===== src/rtl/tbdec_pkg.sv =====
package tbdec_pkg;
  typedef enum logic [1:0] {
    SEL_TB_LO = 2'd0,
    SEL_TB_HI = 2'd1,
    SEL_DEC   = 2'd2,
    SEL_NONE  = 2'd3
  } reg_sel_e;
endpackage


===== src/rtl/tbdec_timebase.sv =====
module tbdec_timebase #(
  parameter int W = 32
) (
  input  logic           clk,
  input  logic           rst_n,
  input  logic           tick,
  input  logic           wr_lo,
  input  logic           wr_hi,
  input  logic [W-1:0]   wr_data,
  output logic [2*W-1:0] tb
);
  localparam int TW = 2 * W;

  always_ff @(posedge clk) begin
    if (!rst_n)     tb <= '0;
    else if (wr_lo) tb <= {tb[TW-1:W], wr_data};
    else if (wr_hi) tb <= {wr_data, tb[W-1:0]};
    else if (tick)  tb <= tb + {{(TW-1){1'b0}}, 1'b1};
  end

  AST_TB_INC: assert property (@(posedge clk) disable iff (!rst_n)
    (tick && !wr_lo && !wr_hi) |=> tb == $past(tb) + {{(TW-1){1'b0}}, 1'b1});
  AST_TB_HOLD: assert property (@(posedge clk) disable iff (!rst_n)
    (!tick && !wr_lo && !wr_hi) |=> $stable(tb));
  AST_TB_LO_KEEPS_HI: assert property (@(posedge clk) disable iff (!rst_n)
    wr_lo |=> tb[TW-1:W] == $past(tb[TW-1:W]));
  AST_TB_HI_KEEPS_LO: assert property (@(posedge clk) disable iff (!rst_n)
    (wr_hi && !wr_lo) |=> tb[W-1:0] == $past(tb[W-1:0]));
endmodule


===== src/rtl/tbdec_decr.sv =====
module tbdec_decr #(
  parameter int W = 32
) (
  input  logic         clk,
  input  logic         rst_n,
  input  logic         tick,
  input  logic         wr,
  input  logic [W-1:0] wr_data,
  output logic [W-1:0] cnt,
  output logic         evt
);
  logic sw_neg;
  logic wrap;

  assign sw_neg = wr_data[W-1] & ~cnt[W-1];
  assign wrap   = tick & (cnt == '0);
  assign evt    = wr ? sw_neg : wrap;

  always_ff @(posedge clk) begin
    if (!rst_n)    cnt <= '1;
    else if (wr)   cnt <= wr_data;
    else if (tick) cnt <= cnt - {{(W-1){1'b0}}, 1'b1};
  end

  AST_DEC_STEP: assert property (@(posedge clk) disable iff (!rst_n)
    (tick && !wr) |=> cnt == $past(cnt) - {{(W-1){1'b0}}, 1'b1});
  AST_DEC_HOLD: assert property (@(posedge clk) disable iff (!rst_n)
    (!tick && !wr) |=> $stable(cnt));
  AST_DEC_WRITE_WINS: assert property (@(posedge clk) disable iff (!rst_n)
    wr |=> cnt == $past(wr_data));
  AST_DEC_WRAP_EVT: assert property (@(posedge clk) disable iff (!rst_n)
    (evt && !wr) |=> cnt == '1);
endmodule


===== src/rtl/tbdec_irq_flag.sv =====
module tbdec_irq_flag (
  input  logic clk,
  input  logic rst_n,
  input  logic set,
  input  logic ack,
  output logic irq
);
  always_ff @(posedge clk) begin
    if (!rst_n)   irq <= 1'b0;
    else if (set) irq <= 1'b1;
    else if (ack) irq <= 1'b0;
  end

  AST_IRQ_STICKY: assert property (@(posedge clk) disable iff (!rst_n)
    (irq && !ack) |=> irq);
  AST_IRQ_ACK_CLEARS: assert property (@(posedge clk) disable iff (!rst_n)
    (ack && !set) |=> !irq);
  AST_IRQ_SET_WINS: assert property (@(posedge clk) disable iff (!rst_n)
    set |=> irq);
endmodule


===== src/rtl/tbdec_timer.sv =====
module tbdec_timer #(
  parameter int W = 32
) (
  input  logic         clk,
  input  logic         rst_n,
  input  logic         tick,
  input  logic         wr_en,
  input  logic [1:0]   wr_sel,
  input  logic [W-1:0] wr_data,
  input  logic [1:0]   rd_sel,
  output logic [W-1:0] rd_data,
  input  logic         irq_ack,
  output logic         irq
);
  import tbdec_pkg::*;
  localparam int TW = 2 * W;

  logic [TW-1:0] tb;
  logic [W-1:0]  dec;
  logic          dec_evt;
  logic          wr_lo, wr_hi, wr_dec;

  assign wr_lo  = wr_en && (reg_sel_e'(wr_sel) == SEL_TB_LO);
  assign wr_hi  = wr_en && (reg_sel_e'(wr_sel) == SEL_TB_HI);
  assign wr_dec = wr_en && (reg_sel_e'(wr_sel) == SEL_DEC);

  tbdec_timebase #(.W(W)) u_tb (
    .clk(clk), .rst_n(rst_n), .tick(tick),
    .wr_lo(wr_lo), .wr_hi(wr_hi), .wr_data(wr_data), .tb(tb)
  );

  tbdec_decr #(.W(W)) u_dec (
    .clk(clk), .rst_n(rst_n), .tick(tick),
    .wr(wr_dec), .wr_data(wr_data), .cnt(dec), .evt(dec_evt)
  );

  tbdec_irq_flag u_irq (
    .clk(clk), .rst_n(rst_n), .set(dec_evt), .ack(irq_ack), .irq(irq)
  );

  always_comb begin
    case (reg_sel_e'(rd_sel))
      SEL_TB_LO: rd_data = tb[W-1:0];
      SEL_TB_HI: rd_data = tb[TW-1:W];
      SEL_DEC:   rd_data = dec;
      default:   rd_data = '0;
    endcase
  end

  AST_RESERVED_WRITE_IGNORED: assert property (@(posedge clk) disable iff (!rst_n)
    (wr_en && reg_sel_e'(wr_sel) == SEL_NONE && !tick) |=> ($stable(tb) && $stable(dec)));
  AST_WRITE_NONNEG_NO_IRQ: assert property (@(posedge clk) disable iff (!rst_n)
    (wr_dec && !wr_data[W-1] && !irq) |=> !irq);
endmodule


===== config.mk =====
export PLATFORM = sky130hd
export DESIGN_NAME = tbdec_timer
export DESIGN_NICKNAME = d
export VERILOG_FILES = /design/src/rtl/tbdec_pkg.sv /design/src/rtl/tbdec_timebase.sv /design/src/rtl/tbdec_decr.sv /design/src/rtl/tbdec_irq_flag.sv /design/src/rtl/tbdec_timer.sv
export SDC_FILE = /design/constraint.sdc
export NUM_CORES = 1
export LEC_CHECK = 0
export BUFFER_PORTS_ARGS = -buffer_cell sky130_fd_sc_hd__buf_2
export CORE_AREA = 3 3 143 145
export CTS_BUF_LIST = sky130_fd_sc_hd__clkbuf_8 sky130_fd_sc_hd__clkbuf_16
export CTS_CLUSTER_DIAMETER = 80
export DETAILED_ROUTE_END_ITERATION = 7
export DIE_AREA = 0 0 146 148
export MAX_ROUTING_LAYER = met4
export PLACE_DENSITY = 0.55
export REMOVE_ABC_BUFFERS = 1
export SYNTH_ARGS = -nofsm -noshare
export SYNTH_HDL_FRONTEND = slang
export SYNTH_SLANG_ARGS = --single-unit

===== constraint.sdc =====
create_clock -name clk -period 3.45 [get_ports clk]
set_input_delay 0.5175 -clock clk [delete_from_list [all_inputs] [get_ports clk]]
set_output_delay 0.5175 -clock clk [all_outputs]
set_load 0.01 [all_outputs]

==> reports/metrics.cfg, run 1 <==
[drt]
routed_wl_um=23200
avgViaCountPerCell=5.67
wl_per_cell_um=20.4
drc_errors=0
dr.first_iter.drc_count=746
vias=6464
drt_first_pass_iters=5
ant_nets=0

[cts]
cts_max_path_buffers=2
cts_tree=done
clkSinkCount=97
htree_levels=3
cts_buffers=9
clock_latency_ns=0.36
postCtsSetupBuffers=0
root_buffer=clkbuf_16
holdBufCountCts=0
clkTransAtPathRegs_ns=0.07
cts-resized-gates=0

[global_route]
overflow=0
grt_pass1_wl_um=35700
antenna_found_initial=0
track_usage_pct=21.7
grt_max_degree=49
grt_pass1_vias=6006

[power_and_ir_drop]
irDropWorstVdd_mv=0.206
leakage_nw=2.52
power_mw=2.71
powerDensity_nw_per_um2=383

[job]
maxCapViolations=0

[logic_synthesis]
ys_seq_elements=97
synth_area_per_cell_um2=7.47
syn_inst=822
yosysMostFrequentCell=nand2_1
synth-edff-count=0
post-synth-top-area-fraction_pct=31.6
synthArstFlopShare_pct=0
synth-seq-area-share_pct=31.6
netlist_area_um2=6140
synth_top_flop_cell=dfxtp_1
synth_cell_type_count=59
synthTopCellsByCount=99 x nand2_1, 97 x dfxtp_1, 95 x nor2_1
synth_warnings=0
ys_top_cells_by_area=dfxtp_1 32%, nand2_1 6.1%, o21ai_0 5.9%
yosys.area.top_type=dfxtp_1

[finish]
diodes=0
drive_above_1_share_pct=14.4
area_delta_synth_final_pct=15.3
layout.nets=915

[placement]
dp_hpwl_um=16400
io_buffers=73
gp_congestion=0.934

[timing]
fin_crit_ns=2.94
fmax_mhz=340
tns_ns=0
drv_slew=0
setup_viol=0
worst_slew_pin_slew_ns=1.14
final-hold-violation-count=0
rsz0062_at_grt=no
fin_skew_ns=0.0105
fin_crit_sh_pct=85.1
relSlewSlack_pct=23.4

[floorplanning]
fp.dieH_um=148
core_area_um2=19300
die_w_um=146
std_cell_rows=51
start_util_pct=31.8
dieArea_um2=21600
pin_count=74

[setup_path]
worstSetupStartpointType=register
path_max_fanout=10
required_ns=3.67
arrival_ns=3.16
cp-end-kind=register
criticalPathCategory=register to register

[outcome]
status=finished, final reports clean

[hold_path]
worst_hold_path_type=input port to register

-- where the power goes --
part / switching (mW) / total (mW) / internal, mW
Sequential: 0.0688 / 1.24 / 1.17
Combinational: 0.230 / 0.367 / 0.138
Clock: 0.463 / 1.11 / 0.646
Total: 0.761 / 2.71 / 1.95
-- registers in the layout, indices dropped and copies added (netlist names) --
| register | flops |
|---|---|
| u_tb.tb | 64 |
| u_irq.irq | 1 |
| u_dec.cnt | 32 |
-- critical path, stage by stage, from the launching register on --
cell and delay (ns):
dfxtp_1 0.52, nand4_4 0.22, or4_2 0.74, nor3_1 0.61, nand2_1 0.26, o311ai_0 0.35, a21oi_1 0.11
-- final timing paths --
path | start | endpoint | slack, ns | cells past startpoint
setup / recovery | u_tb.tb[17] | u_tb.tb[44] | 0.51 | 6
setup reg to reg | u_tb.tb[17] | u_tb.tb[44] | 0.51 | 6
hold / removal | wr_data[1] | u_dec.cnt[1] | 0.42 | 3
hold reg to reg | u_tb.tb[1] | u_tb.tb[1] | 0.50 | 2
-- layer usage --
| metal | up-vias | track usage (%) | wire, um |
|---|---|---|---|
| met2 | 196 | 32.4 | 10400 |
| met4 | 0 | 6.44 | 398 |
| met5 | - | - | 0 |
| li1 | 3100 | - | - |
| met1 | 3145 | 30.3 | 11100 |
| met3 | 23 | 3.46 | 1270 |
-- metrics by stage --
step | area (um^2) | cells | hold WS, ns | worst slack [ns] | utilization [%]
after floorplan | 5890 | 765 | 0.461 | 0.877 | -
after global placement | 6770 | 1126 | 0.486 | 0.651 | 35.0
after detailed placement | 6770 | 1126 | 0.487 | 0.598 | 35.0
after CTS | 7080 | 1141 | 0.407 | 0.567 | 36.6
after global routing | 7080 | 1141 | 0.421 | 0.354 | 36.6
final | 7080 | 1141 | 0.417 | 0.513 | 36.6
-- layout make-up --
type | count | area, um^2
Fill cell | 2085 | 12300
Multi-Input combinational cell | 661 | 3930
Sequential cell | 97 | 1940
Timing Repair Buffer | 96 | 538
Tap cell | 265 | 332
Clock buffer | 10 | 239
Clock inverter | 5 | 72.6
Inverter | 7 | 26.3
-- layout by cell type (no fill, tap or decap), types with 3 or more instances in the layout --
master     count
buf_4         23
a21oi_1       48
a22oi_1       20
or3_1          4
nand4_1       21
a31oi_1       10
nor3_1        30
xor2_1        23
mux2_2         3
buf_2         73
nand2_1       99
xnor2_1       29
a211oi_1       9
o311ai_0       6
dfxtp_1       97
or4_1         12
nand4b_1       3
nor3b_1        3
and3_1        19
and4_1         4
o21ai_0       73
mux2i_1       36
and2_1         4
a221oi_1       3
o31ai_1        3
o211ai_1       5
a311oi_1       4
nand3b_1       3
inv_1          9
nor2_1        95
o22ai_1        7
nor4_1        20
a32oi_1        4
nor4b_1        3
nand3_1       29
o21a_1         4
clkbuf_16      9
-- kinds of logic after synthesis --
group	count (synthesis)	share of synthesized area, %
AND/OR/NAND/NOR	367	30.0
AO/OA/AOI/OAI	201	19.7
flip-flops	97	31.6
buffers and inverters	64	4.44
XOR/XNOR	52	7.42
multiplexers	39	6.42
adder cells (fa/ha/maj)	2	0.407
(Power assumes the default switching activity.)
==> run 2, diff against run 1 <==
--- a/config.mk
+++ b/config.mk
@@ -6,11 +6,11 @@
 export NUM_CORES = 1
 export LEC_CHECK = 0
 export BUFFER_PORTS_ARGS = -buffer_cell sky130_fd_sc_hd__buf_2
-export CORE_AREA = 3 3 143 145
+export CORE_AREA = 3 3 128 161
 export CTS_BUF_LIST = sky130_fd_sc_hd__clkbuf_8 sky130_fd_sc_hd__clkbuf_16
 export CTS_CLUSTER_DIAMETER = 80
 export DETAILED_ROUTE_END_ITERATION = 7
-export DIE_AREA = 0 0 146 148
+export DIE_AREA = 0 0 131 164
 export MAX_ROUTING_LAYER = met4
 export PLACE_DENSITY = 0.55
 export REMOVE_ABC_BUFFERS = 1
==> reports/metrics.cfg, run 2 (synthesis gave the netlist of run 1 again) <==
[cts]
clkTransAtPathRegs_ns=0.07  ; about the same
cts_tree=done
clock_latency_ns=0.37  ; about the same
postCtsSetupBuffers=0  ; unchanged
cts-resized-gates=0  ; unchanged
cts_buffers=9  ; unchanged
cts_max_path_buffers=2  ; unchanged
htree_levels=3  ; unchanged
holdBufCountCts=0  ; unchanged
clkSinkCount=97  ; unchanged
root_buffer=clkbuf_16

[drt]
wl_met1_um=9970  ; -10%
dr.first_iter.drc_count=535  ; -28%
drc_errors=0  ; unchanged
avgViaCountPerCell=5.73  ; +1.1%
wl_per_cell_um=20.9  ; +2.5%
routed-wl-met3_um=1350  ; +6.8%
ant_nets=0  ; unchanged
vias=6574  ; +1.7%
highest_layer=met4
met2WireLength_um=12000  ; +15%
drt_first_pass_iters=5  ; unchanged
routed_wl_um=24000  ; +3.1%

[floorplanning]
core_area_um2=19300  ; about the same
die_w_um=131  ; -10%
dieArea_um2=21500  ; -0.57%
start_util_pct=31.8  ; about the same
pin_count=74  ; unchanged
fp.dieH_um=164  ; +11%
std_cell_rows=57  ; +12%

[placement]
io_buffers=73  ; unchanged
gp_congestion=0.911  ; -2.4%
post-place-ws_ns=0.667  ; +0.0694 ns
placed_cells=1134  ; +0.71%
dp_hpwl_um=17400  ; +6.1%

[job]
maxCapViolations=0  ; unchanged

[global_route]
grt_max_degree=34  ; -31%
track_usage_pct=23.2  ; +1.5 points
antenna_found_initial=0  ; unchanged
grt_pass1_wl_um=36800  ; +3.3%
grt_pass1_vias=6301  ; +4.9%
overflow=0  ; unchanged

[timing]
fmax_mhz=355  ; +4.2%
fin_crit_ns=2.82  ; -0.118 ns
fin_skew_ns=0.0111  ; +0.000613 ns
worst_slew_pin_slew_ns=0.902  ; -0.242 ns
fin_crit_sh_pct=81.7  ; -3.4 points
setup_ws_ns=0.631  ; +0.118 ns
final-hold-violation-count=0  ; unchanged
setup_viol=0  ; unchanged
tns_ns=0  ; unchanged
drv_slew=0  ; unchanged
relSlewSlack_pct=39.6  ; +16 points
rsz0062_at_grt=no

[finish]
final_util_pct=36.9  ; +0.29 points
diodes=0  ; unchanged
stdcell_count=1148  ; +0.61%
fillers=2122  ; +1.8%
layout_commonest_cell=nand2_1
layout.nets=923  ; +0.87%
area_delta_synth_final_pct=16.1
top_register=u_tb.tb
final_cell_mix=99 x nand2_1, 97 x dfxtp_1, 95 x nor2_1
largest_reg_flops=64  ; unchanged
drive_above_1_share_pct=15.3  ; +0.91 points
top_regs=u_tb.tb (64), u_dec.cnt (32), u_irq.irq (1)

[setup_path]
crit_chain=nand4_4 > or4_2 > nor3_1 > nand2_1 > o311ai_0 > a31oi_1
r2r_setup_slack_ns=0.63  ; +0.12 ns
required_ns=3.67  ; about the same
cp-end-kind=register
criticalPathCategory=register to register
crit_start=u_tb.tb[17]
reg2reg_depth=6  ; unchanged
critPathMaxStageDelay_ns=0.77  ; +0.03 ns
worstSetupStartpointType=register
cp_slowest_cell=or4_2
r2r-start=u_tb.tb[17]
arrival_ns=3.04  ; -0.12 ns
path_max_fanout=10  ; unchanged

[hold_path]
hold_path_depth=3  ; unchanged
worst_hold_path_type=input port to register
worstHoldStart=wr_data[1]

[power_and_ir_drop]
leakage_nw=2.55  ; +1.1%
powerDensity_nw_per_um2=377  ; -1.5%
power_mw=2.69  ; -0.75%
irDropWorstVdd_mv=0.227  ; +10%

[outcome]
status=finished, final reports clean

run 2: changes by cell type in the layout (fill, tap and decap cells not counted), sizes merged:
cell	previous run	this run
inv	9	7
clkbuf	10	12
clkinvlp	0	1
buf	96	104
bufinv	2	1
clkinv	1	0
run 2: path summary, 6_finish.rpt:
check / end
max: u_tb.tb[48]
min: u_dec.cnt[1]
max reg2reg: u_tb.tb[48]
min reg2reg: u_tb.tb[63]
run 2: layout make-up:
cell class | count | area [um^2] | share of cell area (%)
inverters | 7 | 26.3 | 0.368
clock buffers | 12 | 267 | 3.74
multi-input cells | 661 | 3930 | 55.1
repair buffers | 104 | 598 | 8.39
flip-flops and latches | 97 | 1940 | 27.2
well taps | 265 | 332 | 4.65
clock inverters | 2 | 37.5 | 0.526
run 2: per-layer routing:
| metal | vias to the layer above | global-route usage, % |
|---|---|---|
| li1 | 3117 | - |
| met1 | 3177 | 28.5 |
| met2 | 233 | 38.6 |
| met3 | 47 | 3.35 |
| met4 | 0 | 8.19 |
| met5 | - | - |
run 2: metrics by stage:
step	hold WS [ns]	cell area, um^2
floorplan	0.461	5890
global placement	0.487	6830
detailed placement	0.491	6830
CTS	0.395	7130
global route	0.426	7130
finish	0.395	7130
run 2: critical path, delay by kind of cell, from the launching register on:
family             cells  cell delay, ns
and+or+nand+nor        4            1.72
DFF                    1            0.51
AOI/OAI and AO/OA      2            0.45
run 2: report_power, final:
part | switching [mW] | internal (mW) | total, mW
sequential | 0.0720 | 1.17 | 1.24
combinational | 0.230 | 0.142 | 0.372
clock | 0.466 | 0.615 | 1.08
==> run 3, diff against run 2 <==
--- a/config.mk
+++ b/config.mk
@@ -5,14 +5,15 @@
 export SDC_FILE = /design/constraint.sdc
 export NUM_CORES = 1
 export LEC_CHECK = 0
+export ABC_AREA = 1
 export BUFFER_PORTS_ARGS = -buffer_cell sky130_fd_sc_hd__buf_2
-export CORE_AREA = 3 3 128 161
+export CORE_AREA = 3 3 142 178
 export CTS_BUF_LIST = sky130_fd_sc_hd__clkbuf_8 sky130_fd_sc_hd__clkbuf_16
 export CTS_CLUSTER_DIAMETER = 80
 export DETAILED_ROUTE_END_ITERATION = 7
-export DIE_AREA = 0 0 131 164
+export DIE_AREA = 0 0 145 181
 export MAX_ROUTING_LAYER = met4
-export PLACE_DENSITY = 0.55
+export PLACE_DENSITY = 0.54
 export REMOVE_ABC_BUFFERS = 1
 export SYNTH_ARGS = -nofsm -noshare
 export SYNTH_HDL_FRONTEND = slang
==> constraint.sdc (replaced) <==
create_clock -name clk -period 2.7 [get_ports clk]
set_input_delay 0.405 -clock clk [delete_from_list [all_inputs] [get_ports clk]]
set_output_delay 0.405 -clock clk [all_outputs]
set_load 0.01 [all_outputs]
==> reports/metrics.cfg, run 3 <==
[outcome]
status=finished, final reports clean

[drt]
wl_per_cell_um=20.2  ; -3.0%
ant_nets=0  ; unchanged
dr.first_iter.drc_count=672  ; +26%
drt_first_pass_iters=5  ; unchanged
drc_errors=0  ; unchanged
avgViaCountPerCell=5.32  ; -7.0%
routed_wl_um=33800  ; +41%
vias=8896  ; +35%

[power_and_ir_drop]
swShare_pct=32.1  ; +3.6 points
power.internal_mw=2.52  ; +31%
p_switching_mw=1.19  ; +55%
power_frac_seq_pct=43.6  ; -2.4 points
leakage_nw=3.28  ; +29%
p_comb_share_pct=18.2  ; +4.4 points
powerDensity_nw_per_um2=431  ; +14%
power_mw=3.71  ; +38%
p_clk_share_pct=38.2  ; -2.0 points
irDropWorstVdd_mv=0.297  ; +30%

[setup_path]
r2r_setup_slack_ns=0.62  ; about the same
crit_start=rd_sel[0]
r2r-start=u_tb.tb[14]
crit_end=rd_data[9]
path_common_cell=buf_2
critPathMaxStageDelay_ns=0.48  ; -0.29 ns
arrival_ns=1.70  ; -1.34 ns
cp-end-kind=output port
required_ns=2.30  ; -1.37 ns
reg2reg_depth=9  ; +3
r2r_end=u_tb.tb[53]
crit_chain=buf_2 > or2_2 > buf_4 > o221ai_1 > buf_2
path_max_fanout=16  ; +6
cp_slowest_cell=or2_2
criticalPathCategory=input port to output port
worstSetupStartpointType=input port

[timing]
setup_viol=0  ; unchanged
tns_ns=0  ; unchanged
relSlewSlack_pct=62.0  ; +22 points
drv_slew=0  ; unchanged
fmax_mhz=475
final-hold-violation-count=0  ; unchanged
rsz0062_at_grt=no
fin_skew_ns=0.00955  ; -0.00152 ns
fin_crit_sh_pct=78.0
worst_slew_pin_slew_ns=0.570  ; -0.333 ns
fin_crit_ns=2.10

[logic_synthesis]
synth-seq-area-share_pct=25.7  ; -5.9 points
synth_compound_area_share_pct=18.7  ; -0.91 points
yosys.area.top_type=dfxtp_1
synth_top_family_by_area=simple AND/OR/NAND/NOR gates
synth_top_flop_cell=dfxtp_1
synthTopCellsByCount=375 x nand2_1, 189 x nor2_1, 154 x inv_1
yosys.area_share.simple_pct=40.1  ; +10 points
syn_inst=1283  ; +56%
yosysMostFrequentCell=nand2_1
synthMuxAreaShare_pct=0  ; -6.4 points
ys_top_cells_by_area=dfxtp_1 26%, nand2_1 19%, nor2_1 9.4%
post-synth-top-area-fraction_pct=25.7  ; -5.9 points
synth_warnings=0  ; unchanged
ys_seq_elements=97  ; unchanged
netlist_area_um2=7550  ; +23%
synth_cell_type_count=40  ; -32%
synth_fa_ha_area_share_pct=0.331  ; -0.076 points
synth-edff-count=0  ; unchanged
synthXorXnorAreaFrac_pct=4.52  ; -2.9 points
synth_area_per_cell_um2=5.89  ; -21%
synthArstFlopShare_pct=0  ; unchanged

[cts]
cts_buffers=9  ; unchanged
clock_latency_ns=0.37  ; about the same
postCtsSetupBuffers=0  ; unchanged
holdBufCountCts=0  ; unchanged
clkTransAtPathRegs_ns=0.07  ; about the same
cts_tree=done
root_buffer=clkbuf_16
cts-resized-gates=0  ; unchanged
htree_levels=3  ; unchanged
clkSinkCount=97  ; unchanged
cts_max_path_buffers=2  ; unchanged

[floorplanning]
pin_count=74  ; unchanged
die_w_um=145  ; +11%
dieArea_um2=26200  ; +22%
std_cell_rows=63  ; +11%
core_area_um2=23700  ; +23%
fp.dieH_um=181  ; +10%
start_util_pct=31.8  ; +0.068 points

[hold_path]
worst_hold_path_type=input port to register
worstHoldStart=wr_data[30]

[finish]
largest_reg_flops=64  ; unchanged
drive_above_1_share_pct=12.3  ; -3.0 points
final_cell_mix=375 x nand2_1, 187 x nor2_1, 155 x inv_1
top_regs=u_tb.tb (64), u_dec.cnt (32), u_irq.irq (1)
layout.nets=1384  ; +50%
top_register=u_tb.tb
area_delta_synth_final_pct=14.1
layout_commonest_cell=nand2_1
diodes=0  ; unchanged

[job]
maxCapViolations=0  ; unchanged

[global_route]
antenna_found_initial=0  ; unchanged
grt_max_degree=65  ; +91%
grt_pass1_vias=8685  ; +38%
overflow=0  ; unchanged
track_usage_pct=25.9  ; +2.7 points
grt_pass1_wl_um=51200  ; +39%

[placement]
io_buffers=73  ; unchanged
gp_congestion=1.04  ; +14%
dp_hpwl_um=26400  ; +52%

[run 3: critical path, delay by kind of cell]
kind                   cells  cell delay (ns)
and+or+nand+nor            1             0.48
AOI/OAI and AO/OA          1             0.23
buffers and inverters      3             0.57
[run 3: how the worst min path moves through the flow]
| stage | to | slack [ns] | cells after the start |
|---|---|---|---|
| after global placement | u_dec.cnt[1] | 0.48 | 2 |
| final | u_dec.cnt[30] | 0.29 | 3 |
| after floorplan | u_dec.cnt[1] | 0.46 | 2 |
| after detailed placement | u_dec.cnt[1] | 0.49 | 2 |
| after global routing | u_dec.cnt[24] | 0.30 | 3 |
| after CTS | u_dec.cnt[30] | 0.28 | 3 |
[run 3: metal layers]
layer  vias up  GRT usage, %  routed length [um]
met5         -             -                   0
met4         0          13.7                1840
met3        85          2.91                1980
met2       344          42.4               16100
met1      4159          31.5               13900
li1       4308             -                   -
[run 3: area by class of cell]
cell class / instances / area (um^2)
fillers: 2707 / 15100
inverters: 161 / 606
clock buffers: 12 / 267
clock inverters: 4 / 42.5
flip-flops and latches: 97 / 1940
well taps: 325 / 407
repair buffers: 93 / 541
multi-input cells: 979 / 4820
[run 3: power by group through the flow]
stage / clock (mW) / sequential (mW) / combinational, mW
after global routing: 1.49 / 1.63 / 0.735
after global placement: 0 / 1.65 / 0.663
after detailed placement: 0 / 1.65 / 0.665
after floorplan: 0 / 1.61 / 0.369
after CTS: 1.44 / 1.61 / 0.668
final: 1.42 / 1.62 / 0.675
[run 3: per-stage QoR]
stage | cell area, um^2 | std cells | hold slack, ns | utilization, % | setup WS, ns
final | 8620 | 1671 | 0.289 | 36.3 | 0.595
after floorplan | 7360 | 1237 | 0.460 | - | 0.199
after global routing | 8620 | 1671 | 0.297 | 36.3 | 0.547
after global placement | 8310 | 1655 | 0.482 | 35.0 | 0.625
after CTS | 8620 | 1671 | 0.281 | 36.3 | 0.625
after detailed placement | 8310 | 1655 | 0.487 | 35.0 | 0.627
[run 3: cell families after synthesis]
group | count (synthesis)
and+or+nand+nor | 714
DFF | 97
AOI/OAI and AO/OA | 224
buffers and inverters | 207
adders and majority gates | 2
xor gates and xnor gates | 39
